<file path="src/rtl/wp_pkg.sv">
package wp_pkg;
   typedef enum logic [1:0] {
      ACC_CMD_WR  = 2'd0,
      ACC_PUSH    = 2'd1,
      ACC_POP     = 2'd2,
      ACC_NONE    = 2'd3
   } acc_kind_e;

   localparam int unsigned MAX_DLY_STAGES = 32;
endpackage

</file>
<file path="src/rtl/wp_delay_line.sv">
module wp_delay_line #(
   parameter int unsigned STAGES = 4
) (
   input  logic clk,
   input  logic rst_n,
   input  logic run,
   output logic dly_done
);
   generate
      if (STAGES == 1) begin : g_single
         logic stage_q;
         always_ff @(posedge clk or negedge rst_n) begin
            if (!rst_n)      stage_q <= 1'b0;
            else if (!run)   stage_q <= 1'b0;
            else             stage_q <= 1'b1;
         end
         assign dly_done = stage_q;
      end else begin : g_chain
         logic [STAGES-1:0] chain_q;
         always_ff @(posedge clk or negedge rst_n) begin
            if (!rst_n)      chain_q <= '0;
            else if (!run)   chain_q <= '0;
            else             chain_q <= {chain_q[STAGES-2:0], 1'b1};
         end
         assign dly_done = chain_q[STAGES-1];
      end
   endgenerate
endmodule

</file>
<file path="src/rtl/wp_xfer_timer.sv">
module wp_xfer_timer #(
   parameter int unsigned CYCLES = 2
) (
   input  logic clk,
   input  logic rst_n,
   input  logic clr,
   input  logic adv,
   output logic active,
   output logic finished
);
   localparam int unsigned CW = $clog2(CYCLES + 1);
   localparam logic [CW-1:0] LIMIT = CW'(CYCLES);

   logic [CW-1:0] cnt_q;

   assign finished = (cnt_q == LIMIT);
   assign active   = adv && !finished;

   always_ff @(posedge clk or negedge rst_n) begin
      if (!rst_n)       cnt_q <= '0;
      else if (clr)     cnt_q <= '0;
      else if (active)  cnt_q <= cnt_q + CW'(1);
   end
endmodule

</file>
<file path="src/rtl/wp_hold_ctrl.sv">
module wp_hold_ctrl
   import wp_pkg::*;
(
   input  logic       clk,
   input  logic       rst_n,
   input  logic       req,
   input  acc_kind_e  kind,
   input  logic       dly_done,
   input  logic       eng_busy,
   input  logic       latch_full,
   input  logic       xfer_finished,
   output logic       xfer_adv,
   output logic       pause_n,
   output logic [2:0] fire_vec
);
   logic served_q;
   logic is_pop;
   logic path_ok;
   logic fire;

   assign is_pop   = (kind == ACC_POP);
   assign xfer_adv = req && !served_q && dly_done && is_pop && !eng_busy && !latch_full;
   assign path_ok  = is_pop ? (xfer_finished && !latch_full) : 1'b1;
   assign fire     = req && !served_q && dly_done && !eng_busy && path_ok;
   assign pause_n  = !rst_n || !(req && !served_q && !fire);

   always_comb begin
      fire_vec = 3'b000;
      if (fire) begin
         unique case (kind)
            ACC_CMD_WR: fire_vec = 3'b001;
            ACC_PUSH:   fire_vec = 3'b010;
            ACC_POP:    fire_vec = 3'b100;
            default:    fire_vec = 3'b000;
         endcase
      end
   end

   always_ff @(posedge clk or negedge rst_n) begin
      if (!rst_n)      served_q <= 1'b0;
      else if (!req)   served_q <= 1'b0;
      else if (fire)   served_q <= 1'b1;
   end
endmodule

</file>
<file path="src/rtl/wait_pause_gen.sv">
module wait_pause_gen #(
   parameter int unsigned DLY_STAGES  = 4,
   parameter int unsigned XFER_CYCLES = 2
) (
   input  logic       clk,
   input  logic       rst_n,
   input  logic       acc_valid,
   input  logic [1:0] acc_kind,
   input  logic       eng_busy,
   input  logic       latch_full,
   output logic       pause_n,
   output logic       xfer_active,
   output logic       fire_cmd,
   output logic       fire_push,
   output logic       fire_pop
);
   import wp_pkg::*;

   generate
      if (DLY_STAGES < 1 || DLY_STAGES > MAX_DLY_STAGES) begin : g_bad_dly
         $error("DLY_STAGES out of range");
      end
      if (XFER_CYCLES < 1) begin : g_bad_xfer
         $error("XFER_CYCLES must be at least 1");
      end
   endgenerate

   acc_kind_e  kind;
   logic       req;
   logic       dly_done;
   logic       xfer_adv;
   logic       xfer_finished;
   logic [2:0] fire_vec;

   assign kind = acc_kind_e'(acc_kind);
   assign req  = acc_valid && (kind != ACC_NONE);

   wp_delay_line #(.STAGES(DLY_STAGES)) u_dly (
      .clk      (clk),
      .rst_n    (rst_n),
      .run      (req),
      .dly_done (dly_done)
   );

   wp_xfer_timer #(.CYCLES(XFER_CYCLES)) u_xfer (
      .clk      (clk),
      .rst_n    (rst_n),
      .clr      (!req),
      .adv      (xfer_adv),
      .active   (xfer_active),
      .finished (xfer_finished)
   );

   wp_hold_ctrl u_ctrl (
      .clk           (clk),
      .rst_n         (rst_n),
      .req           (req),
      .kind          (kind),
      .dly_done      (dly_done),
      .eng_busy      (eng_busy),
      .latch_full    (latch_full),
      .xfer_finished (xfer_finished),
      .xfer_adv      (xfer_adv),
      .pause_n       (pause_n),
      .fire_vec      (fire_vec)
   );

   assign fire_cmd  = fire_vec[0];
   assign fire_push = fire_vec[1];
   assign fire_pop  = fire_vec[2];
endmodule

</file>
<file path="config.mk">
export PLATFORM = sky130hd
export DESIGN_NAME = wait_pause_gen
export DESIGN_NICKNAME = d
export VERILOG_FILES = /design/src/rtl/wp_pkg.sv /design/src/rtl/wp_delay_line.sv /design/src/rtl/wp_xfer_timer.sv /design/src/rtl/wp_hold_ctrl.sv /design/src/rtl/wait_pause_gen.sv
export SDC_FILE = /design/constraint.sdc
export NUM_CORES = 1
export LEC_CHECK = 0
export CAP_MARGIN = 20
export CORE_AREA = 5 5 42 44
export CTS_CLUSTER_SIZE = 8
export DETAILED_ROUTE_END_ITERATION = 8
export DIE_AREA = 0 0 47 49
export DONT_BUFFER_PORTS = 1
export SETUP_SLACK_MARGIN = 0.15
export SYNTH_ARGS = -nofsm -noshare
export SYNTH_HDL_FRONTEND = slang
export SYNTH_HIERARCHICAL = 1
export SYNTH_SLANG_ARGS = --single-unit
</file>
<file path="constraint.sdc">
create_clock -name clk -period 3.03 [get_ports clk]
set_input_delay 0.4545 -clock clk [delete_from_list [all_inputs] [get_ports clk]]
set_output_delay 0.4545 -clock clk [all_outputs]
set_load 0.005 [all_outputs]
</file>
==> flow_summary_export.csv, run 1 <==
group,metric,value,unit
global_route,grt_pass1_vias,275,
logic_synthesis,syn_inst,33,
logic_synthesis,syn_area_per_cell,11.9,um2
placed_design,detailed_place_hpwl,519,um
clock_network,cts_tree,"done",
routing,final_antenna_net_count,0,
timing,setup_viol,0,
routing,firstDrtPassIters,3,
die,initial_utilization,28.1,%
critical_path,critical_path_class,"in2out",
timing,max_freq,524,MHz
routing,via_count,243,
critical_path,start_kind,"input pin",
placed_design,dpl_cell_area,414,um2
cells_and_area,final_area,450,um2
timing,finalHoldViolations,0,
clock_network,insertion_delay,0.25,ns
global_route,overflow,0,
global_route,antenna_found_initial,0,
clock_network,clockRootBuffer,"clkbuf_4",
run,cap_viol_max_count,0,
cells_and_area,final_common_cell,"dfrtp_1",
critical_path,crit_path_max_fanout,7,
global_route,grt_pass1_wl,1180,um
logic_synthesis,synth_nets,41,
logic_synthesis,synth-seq-cells,7,
logic_synthesis,synth_area_leader_cell,"dfrtp_1",
global_route,track_usage,7.39,%
critical_path,cp.required,2.58,ns
cells_and_area,insertedDiodeCount,0,
clock_network,cts_max_path_buffers,2,
cells_and_area,final_cell_mix,"dfrtp_1 (7), nor2_1 (4), clkbuf_4 (3), and2_1 (3)",
critical_path,worstPathArrival,1.45,ns
cells_and_area,fill_cells,156,
cells_and_area,finalNetCount,47,
placed_design,io_buffers,0,
clock_network,cts_sinks,7,
die,pin_count,12,
die,die_w,47,um
timing,fin_skew,0.00486,ns
routing,wl_per_cell,12.9,um
critical_path,critPathCaptureType,"primary output",
pwr,ir_worst_vdd,0.306,mV
timing,slew_violations,0,
timing,slew_headroom,73.9,%
placed_design,place_congestion,0.652,
pwr,p_leak,0.198,nW
logic_synthesis,yosysSeqAreaShare,44.4,%
cells_and_area,synthToLayoutAreaGrowth,14.3,%
logic_synthesis,ys_warn_count,6,
die,die-area,0.00230,mm2
die,die_h,49,um
cells_and_area,multi_input_area,215,um2
cells_and_area,regArea,175,um2
clock_network,numCtsBuffers,3,
timing,min_period,1.91,ns
logic_synthesis,synth_area,394,um2
timing,post-route-period-util,62.9,%
routing,drt_wl_total,698,um
pwr,powerDensity,421,mW/mm2
timing,worst_pin_slew,0.391,ns
routing,route.detailed.drc,0,
logic_synthesis,synth_top_area_share,44.4,%
global_route,grt_max_degree,8,
status,status,"complete, no violations",
hold_path,hp-class,"in2reg",
logic_synthesis,synth_area_leaders,"dfrtp_1 (44%), mux2_4 (7.6%), nor2b_4 (7.0%), and2_1 (4.8%), nor2_1 (3.8%)",
clock_network,clk_pin_slew,0.05,ns
clock_network,cts_resized,0,
routing,first_iter_violations,4,
logic_synthesis,synth.distinct_cells,19,
cells_and_area,drive_gt1_share,28.9,%
die,num_rows,14,
timing,rsz0062_at_grt,"false",
timing,final.setup.tns,0,ns
routing,vias_per_cell,4.50,
clock_network,htreeDepth,1,
die,core_area,0.00140,mm2
## registers in the layout, summed over array words and instances (netlist names)
register,cells
u_ctrl/served_q,1
u_dly/g_chain.chain_q,4
u_xfer/cnt_q,2
## final cells by class
type / instances / share of cell area [%]
multi-input combinational: 25 / 47.8
sequential: 7 / 38.9
clock buffer: 4 / 5.83
tap: 16 / 4.44
timing repair buffer: 1 / 2.22
inverter: 1 / 0.833
## worst max-delay path: stages
cell and delay [ns]:
a21boi_1 0.34, and4bb_1 0.29, nand2_1 0.08, nor2_1 0.08
nor2b_4 0.21
## per-layer routing
metal / vias up / part of all wire [%] / track usage [%]
li1: 120 / - / -
met4: 0 / 3.2 / 5.53
met5: - / 0 / 0
met2: 11 / 36 / 8.60
met3: 4 / 16 / 5.54
met1: 108 / 45 / 8.80
## cells by family (layout without fill, tap and decap cells)
family / count (synthesis) / count (layout) / share of synthesized area (%)
muxes: 2 / 2 / 7.62
adders and majority gates: 1 / 1 / 3.17
DFF: 7 / 7 / 44.4
AOI/OAI and AO/OA: 4 / 4 / 8.57
and+or+nand+nor: 18 / 18 / 35.2
buffers and inverters: 1 / 6 / 0.951
## timing repair
item,in CTS,in global routing
hold buffers,1,0
buffers inserted,0,0
endpoints found under the hold margin,7,0
## worst paths after layout
check                                         start                       end  slack [ns]  cells past startpoint
min in group asynchronous                     rst_n           u_xfer/cnt_q[0]        0.53                      1
hold reg to reg            u_dly/g_chain.chain_q[0]  u_dly/g_chain.chain_q[1]        0.46                      1
setup reg to reg                    u_ctrl/served_q           u_xfer/cnt_q[0]        1.57                      5
setup / recovery                          acc_valid               xfer_active        1.12                      5
max in group asynchronous                     rst_n  u_dly/g_chain.chain_q[3]        2.27                      1
hold / removal                          acc_kind[1]  u_dly/g_chain.chain_q[0]        0.39                      1
## cells in the mapped netlist (all sizes together)
master and instances:
nand2b 2, and3b 1, and4bb 1, o21a 1
ha 1, nand2 1, nor2 4, dfrtp 7
a21boi 1, a21oi 1, nor3b 1, mux2 2
inv 1, a21bo 1, nand4bb 1, nor2b 4
and2 3
## per-stage QoR
stage                     instances  power, mW  utilization (%)  worst slack [ns]  hold WS [ns]
final                            54      0.190             32.1              1.12         0.387
after global routing             54      0.201             32.1              1.00         0.399
after CTS                        54      0.194             32.1              1.10         0.386
after floorplan                  33      0.105                -              1.27         0.159
after detailed placement         49      0.106             29.6              1.10         0.159
after global placement           49      0.106             29.6              1.12         0.159
## report_power, final
part	internal [mW]	switching (mW)	total, mW
clock network	0.0501	0.0321	0.0822
registers	0.0958	0.000584	0.0963
logic	0.00548	0.00547	0.0109
total	0.151	0.0382	0.190
No activity file was read; power rests on OpenSTA's default activity.
==> inputs of run 2 (changes only) <==
--- a/config.mk
+++ b/config.mk
@@ -5,6 +5,7 @@
 export SDC_FILE = /design/constraint.sdc
 export NUM_CORES = 1
 export LEC_CHECK = 0
+export ABC_AREA = 1
 export CAP_MARGIN = 20
 export CORE_AREA = 5 5 42 44
 export CTS_CLUSTER_SIZE = 8
==> constraint.sdc (replaced) <==
create_clock -name clk -period 1.55 [get_ports clk]
set_input_delay 0.2325 -clock clk [delete_from_list [all_inputs] [get_ports clk]]
set_output_delay 0.2325 -clock clk [all_outputs]
set_load 0.005 [all_outputs]
==> flow_summary_export.csv, run 2 <==
group,metric,value,unit
placed_design,place_congestion,0.674,
critical_path,critical_path_class,"reg2out",
critical_path,timing.rr.start,"u_ctrl/served_q",
logic_synthesis,async_reset_ff_share,100,%
global_route,grt_pass1_vias,316,
global_route,grt_pass1_wl,1240,um
routing,vias_per_cell,4.10,
die,die-area,0.00230,mm2
logic_synthesis,synth_area_leader_cell,"dfrtp_1",
pwr,p_leak,0.291,nW
placed_design,io_buffers,0,
die,initial_utilization,28.9,%
die,num_rows,14,
routing,first_iter_violations,1,
cells_and_area,final_common_cell,"nand2_1",
cells_and_area,finalNetCount,76,
critical_path,worst_path_most_repeated_cell,"nor2_4",
hold_path,whs_path_depth,2,
global_route,track_usage,7.24,%
routing,wl_per_cell,8.48,um
pwr,powerDensity,707,mW/mm2
critical_path,cp_cell_sequence,"inv_1 > nand2_2 > nor2_4 > inv_2 > nor2_4 > inv_2 > nor2_4",
critical_path,r2r_cells,9,
clock_network,insertion_delay,0.24,ns
timing,min_period,1.38,ns
timing,fin_skew,0.00195,ns
hold_path,hp-class,"in2reg",
clock_network,cts_max_path_buffers,2,
logic_synthesis,synth.distinct_cells,12,
critical_path,slowest_delay,0.37,ns
logic_synthesis,ys_warn_count,6,
cells_and_area,top_regs,"u_dly/g_chain.chain_q x4, u_xfer/cnt_q x2, u_ctrl/served_q x1",
clock_network,clk_pin_slew,0.05,ns
timing,worst_pin_slew,0.305,ns
critical_path,worstPathArrival,1.14,ns
routing,final_antenna_net_count,0,
global_route,overflow,0,
status,status,"complete, no violations",
logic_synthesis,synth_top_area_share,43.2,%
cells_and_area,final_cell_mix,"nand2_1 (15), inv_1 (13), dfrtp_1 (7)",
critical_path,crit_path_max_fanout,3,
critical_path,start_kind,"flip-flop",
clock_network,clockRootBuffer,"clkbuf_4",
timing,post-route-period-util,88.8,%
clock_network,htreeDepth,1,
die,pin_count,12,
pwr,ir_worst_vdd,0.484,mV
logic_synthesis,syn_inst,56,
routing,drt_wl_total,704,um
hold_path,holdCritStartpoint,"acc_kind[1]",
hold_path,whs_endpoint,"u_dly/g_chain.chain_q[0]",
global_route,grt_max_degree,8,
cells_and_area,largest_reg_flops,4,
cells_and_area,insertedDiodeCount,0,
placed_design,detailed_place_hpwl,559,um
clock_network,numCtsBuffers,3,
logic_synthesis,synthMostInstantiatedCell,"nand2_1",
die,die_w,47,um
timing,finalHoldViolations,0,
critical_path,r2r_end,"u_xfer/cnt_q[0]",
global_route,antenna_found_initial,0,
timing,setup_viol,0,
logic_synthesis,synth_edf_count,0,
timing,rsz0062_at_grt,"true",
timing,max_freq,727,MHz
cells_and_area,synthToLayoutAreaGrowth,33.0,%
clock_network,cts_tree,"done",
cells_and_area,drive_gt1_share,32.8,%
timing,final.setup.tns,0,ns
cells_and_area,max_flop_register,"u_dly/g_chain.chain_q",
timing,slew_violations,0,
logic_synthesis,syn_area_per_cell,7.24,um2
run,cap_viol_max_count,0,
routing,via_count,340,
critical_path,critPathSlowestCell,"dfrtp_1",
logic_synthesis,synth_area_leaders,"dfrtp_1 (43%), nand2_1 (15%), inv_1 (14%), nor2_4 (5.6%), nand3_1 (4.9%)",
logic_synthesis,synth_area,405,um2
critical_path,worst-r2r-setup-slack,0.44,ns
logic_synthesis,synth_common_cells,"nand2_1 (16), inv_1 (15), dfrtp_1 (7)",
critical_path,cp.required,1.32,ns
clock_network,cts_sinks,7,
timing,slew_headroom,79.6,%
cells_and_area,fin_util,38.5,%
routing,route.detailed.drc,0,
critical_path,critPathCaptureType,"primary output",
logic_synthesis,synth-seq-cells,7,
logic_synthesis,synth_nets,64,
logic_synthesis,synth_flop_cell,"dfrtp_1",
die,core_area,0.00140,mm2
die,die_h,49,um
routing,firstDrtPassIters,2,
logic_synthesis,yosysSeqAreaShare,43.2,%
==> run 2: layout make-up <==
type,instances,area [um2]
Clock buffer,4,26.3
Inverter,16,60.1
Timing Repair Buffer,7,55.1
Sequential cell,7,175
Fill cell,163,862
Multi-Input combinational cell,33,203
Tap cell,16,20.0
==> run 2: timing repair <==
action                                 in CTS  in global routing
setup buffers                               4                  1
resized for setup                           7                  2
hold buffers                                1                  0
setup endpoints to repair                   3                  3
pin swaps                                   5                  2
endpoints found under the hold margin       7                  0
==> run 2: how the worst max path moves through the flow <==
stage                           end  slack [ns]             from
floorplan               xfer_active        0.32        acc_valid
global placement    u_xfer/cnt_q[1]        0.31        acc_valid
detailed placement  u_xfer/cnt_q[0]        0.29        acc_valid
CTS                     xfer_active        0.13  u_ctrl/served_q
global route            xfer_active        0.08  u_ctrl/served_q
finish                  xfer_active        0.17  u_ctrl/served_q
==> run 2: layer usage <==
metal  global-route usage [%]  vias up  share of wire, %
met2                     9.50        6                50
li1                         -      182                 -
met3                     2.95        0               5.5
met5                        0        -                 0
met1                     9.68      152                45
met4                     4.15        0                 0
==> run 2: worst max-delay path, delay by kind of cell, from the launching register on <==
family / cells / cell delay (ns)
flip-flops: 1 / 0.37
AND/OR/NAND/NOR: 4 / 0.36
buffers and inverters: 3 / 0.17
==> run 2: logic make-up after synthesis <==
kind of cell	after synthesis	synth area share, %
simple gates	31	36.7
buf+inv	16	14.8
flops	7	43.2
compound gates	1	2.16
fa+ha+maj	1	3.09
==> run 2: metrics by stage <==
| step | setup WS [ns] | power (mW) | hold WS, ns | cells | instance area (um2) |
|---|---|---|---|---|---|
| finish | 0.174 | 0.381 | 0.214 | 83 | 539 |
| global route | 0.0770 | 0.409 | 0.207 | 83 | 539 |
| CTS | 0.132 | 0.393 | 0.204 | 82 | 524 |
| detailed placement | 0.294 | 0.218 | -0.0629 | 73 | 433 |
| global placement | 0.312 | 0.217 | -0.0629 | 73 | 433 |
| floorplan | 0.317 | 0.212 | -0.0631 | 56 | 405 |
==> run 2: where the power goes <==
group | internal (mW) | leakage (nW) | switching (mW)
Combinational | 0.0127 | 0.181 | 0.0206
Sequential | 0.187 | 0.0952 | 0.00102
Clock | 0.0979 | 0.0150 | 0.0620
Total | 0.298 | 0.291 | 0.0836
==> inputs of run 3 (changes only) <==
--- a/config.mk
+++ b/config.mk
@@ -12,6 +12,7 @@
 export DETAILED_ROUTE_END_ITERATION = 8
 export DIE_AREA = 0 0 47 49
 export DONT_BUFFER_PORTS = 1
+export GPL_TIMING_DRIVEN = 0
 export SETUP_SLACK_MARGIN = 0.15
 export SYNTH_ARGS = -nofsm -noshare
 export SYNTH_HDL_FRONTEND = slang
==> flow_summary_export.csv, run 3 (synthesis gave the netlist of run 2 again) <==
group,metric,value,unit
critical_path,slowest_delay,0.39,ns
clock_network,htreeDepth,1,
routing,vias_per_cell,4.16,
timing,finalHoldViolations,0,
timing,slew_violations,0,
timing,slew_headroom,77.7,%
timing,max_freq,719,MHz
die,die_w,47,um
run,cap_viol_max_count,0,
clock_network,cts_sinks,7,
cells_and_area,max_flop_register,"u_dly/g_chain.chain_q",
pwr,powerDensity,695,mW/mm2
critical_path,cp.required,1.32,ns
global_route,antenna_found_initial,0,
critical_path,crit_path_max_fanout,3,
pwr,clockPowerShare,42.2,%
global_route,grt_pass1_wl,1340,um
cells_and_area,drive_gt1_share,35.8,%
die,die-area,0.00230,mm2
cells_and_area,final_common_cell,"nand2_1",
global_route,met1_usage,8.80,%
global_route,grt_max_degree,8,
critical_path,cp_cell_sequence,"inv_2 > nand2_4 > nor2_4 > inv_2 > nor2_4 > inv_2 > nor2_4",
timing,min_period,1.39,ns
timing,setup_viol,0,
global_route,top_usage_layer,"met2",
global_route,track_usage,8.03,%
placed_design,dpl_cell_area,425,um2
die,initial_utilization,28.9,%
cells_and_area,top_regs,"u_dly/g_chain.chain_q x4, u_xfer/cnt_q x2, u_ctrl/served_q x1",
pwr,ir_worst_vdd,0.335,mV
pwr,power_frac_comb,8.7,%
global_route,met3_usage,2.95,%
pwr,p_seq_share,49.2,%
die,pin_count,12,
cells_and_area,synthToLayoutAreaGrowth,36.1,%
cells_and_area,multi_input_area,215,um2
pwr,power.switching,0.0866,mW
timing,fin_skew,0.000928,ns
cells_and_area,final_cell_mix,"nand2_1 (15), inv_1 (12), dfrtp_1 (7)",
global_route,use_met2,12.2,%
hold_path,holdCritStartpoint,"acc_kind[1]",
routing,first_iter_violations,4,
cells_and_area,insertedDiodeCount,0,
cells_and_area,regArea,175,um2
routing,route.detailed.drc,0,
hold_path,hp-class,"in2reg",
cells_and_area,final_area,552,um2
routing,drt_wl_total,797,um
critical_path,start_kind,"flip-flop",
clock_network,insertion_delay,0.25,ns
clock_network,numCtsBuffers,3,
pwr,p_int,0.297,mW
placed_design,io_buffers,0,
routing,final_antenna_net_count,0,
critical_path,critical_path_class,"reg2out",
routing,via_count,345,
pwr,p_leak,0.292,nW
die,die_h,49,um
clock_network,clockRootBuffer,"clkbuf_4",
cells_and_area,finalNetCount,76,
placed_design,place_congestion,0.670,
cells_and_area,fin_util,39.4,%
global_route,grt_pass1_vias,358,
critical_path,timing.rr.start,"u_ctrl/served_q",
clock_network,cts_max_path_buffers,2,
die,core_area,0.00140,mm2
cells_and_area,fill_cells,149,
timing,rsz0062_at_grt,"true",
timing,final.setup.tns,0,ns
critical_path,critPathSlowestCell,"dfrtp_1",
status,status,"complete, no violations",
cells_and_area,largest_reg_flops,4,
critical_path,worstPathArrival,1.16,ns
timing,worst_pin_slew,0.334,ns
die,num_rows,14,
placed_design,detailed_place_hpwl,549,um
global_route,overflow,0,
routing,wl_per_cell,9.60,um
critical_path,startpoint,"u_ctrl/served_q",
pwr,switching_share,22.6,%
critical_path,critPathCaptureType,"primary output",
timing,post-route-period-util,89.8,%
clock_network,cts_tree,"done",
clock_network,clk_pin_slew,0.05,ns
routing,firstDrtPassIters,4,
==> run 3: final timing paths <==
check,to,slack [ns],depth (start not counted)
max in group asynchronous,u_ctrl/served_q,1.01,1
max reg2reg,u_xfer/cnt_q[0],0.43,9
max,xfer_active,0.16,7
min,u_dly/g_chain.chain_q[0],0.12,1
min reg2reg,u_dly/g_chain.chain_q[3],0.44,2
min in group asynchronous,u_dly/g_chain.chain_q[1],0.31,1
==> run 3: metal layers <==
metal  wire length, um  up-vias
met5                 0        -
met4                 0        0
met3                47        0
met2               453        6
met1               296      158
li1                  -      181
==> run 3: timing repair <==
| item | in CTS | in global routing |
|---|---|---|
| gates resized for setup | 7 | 6 |
| buffers inserted | 2 | 4 |
| hold buffers | 1 | 0 |
| pin swaps | 3 | 2 |
| hold endpoints to repair | 7 | 0 |
| endpoints found under the setup margin | 3 | 4 |
==> run 3: critical path, delay by kind of cell (launching register included) <==
kind | cells | cell delay, ns
buf+inv | 3 | 0.18
flops | 1 | 0.39
simple gates | 4 | 0.35
==> run 3: metrics by stage <==
| stage | setup WS [ns] | std cells | power, mW | hold WS, ns |
|---|---|---|---|---|
| 3_5_place_dp | 0.156 | 72 | 0.215 | -0.0629 |
| 5_1_grt | 0.0657 | 83 | 0.410 | 0.128 |
| 6_report | 0.158 | 83 | 0.383 | 0.125 |
| 4_1_cts | 0.123 | 79 | 0.391 | 0.103 |
| 2_1_floorplan | 0.317 | 56 | 0.212 | -0.0631 |
| 3_3_place_gp | 0.167 | 72 | 0.215 | -0.0629 |
==> run 3: final cells by class <==
class                      instances  share of cell area, %
clock buffer                       4                   4.76
inverter                          16                   10.9
multi-input combinational         33                   39.0
sequential                         7                   31.7
tap                               16                   3.63
timing repair buffer               7                   9.98
==> run 3: power by group through the flow <==
stage                     Clock, mW  Combinational (mW)  Sequential, mW
after floorplan                   0              0.0208           0.191
after global placement            0              0.0236           0.191
after detailed placement          0              0.0238           0.191
after CTS                     0.173              0.0301           0.188
after global routing          0.183              0.0385           0.189
final                         0.162              0.0332           0.188
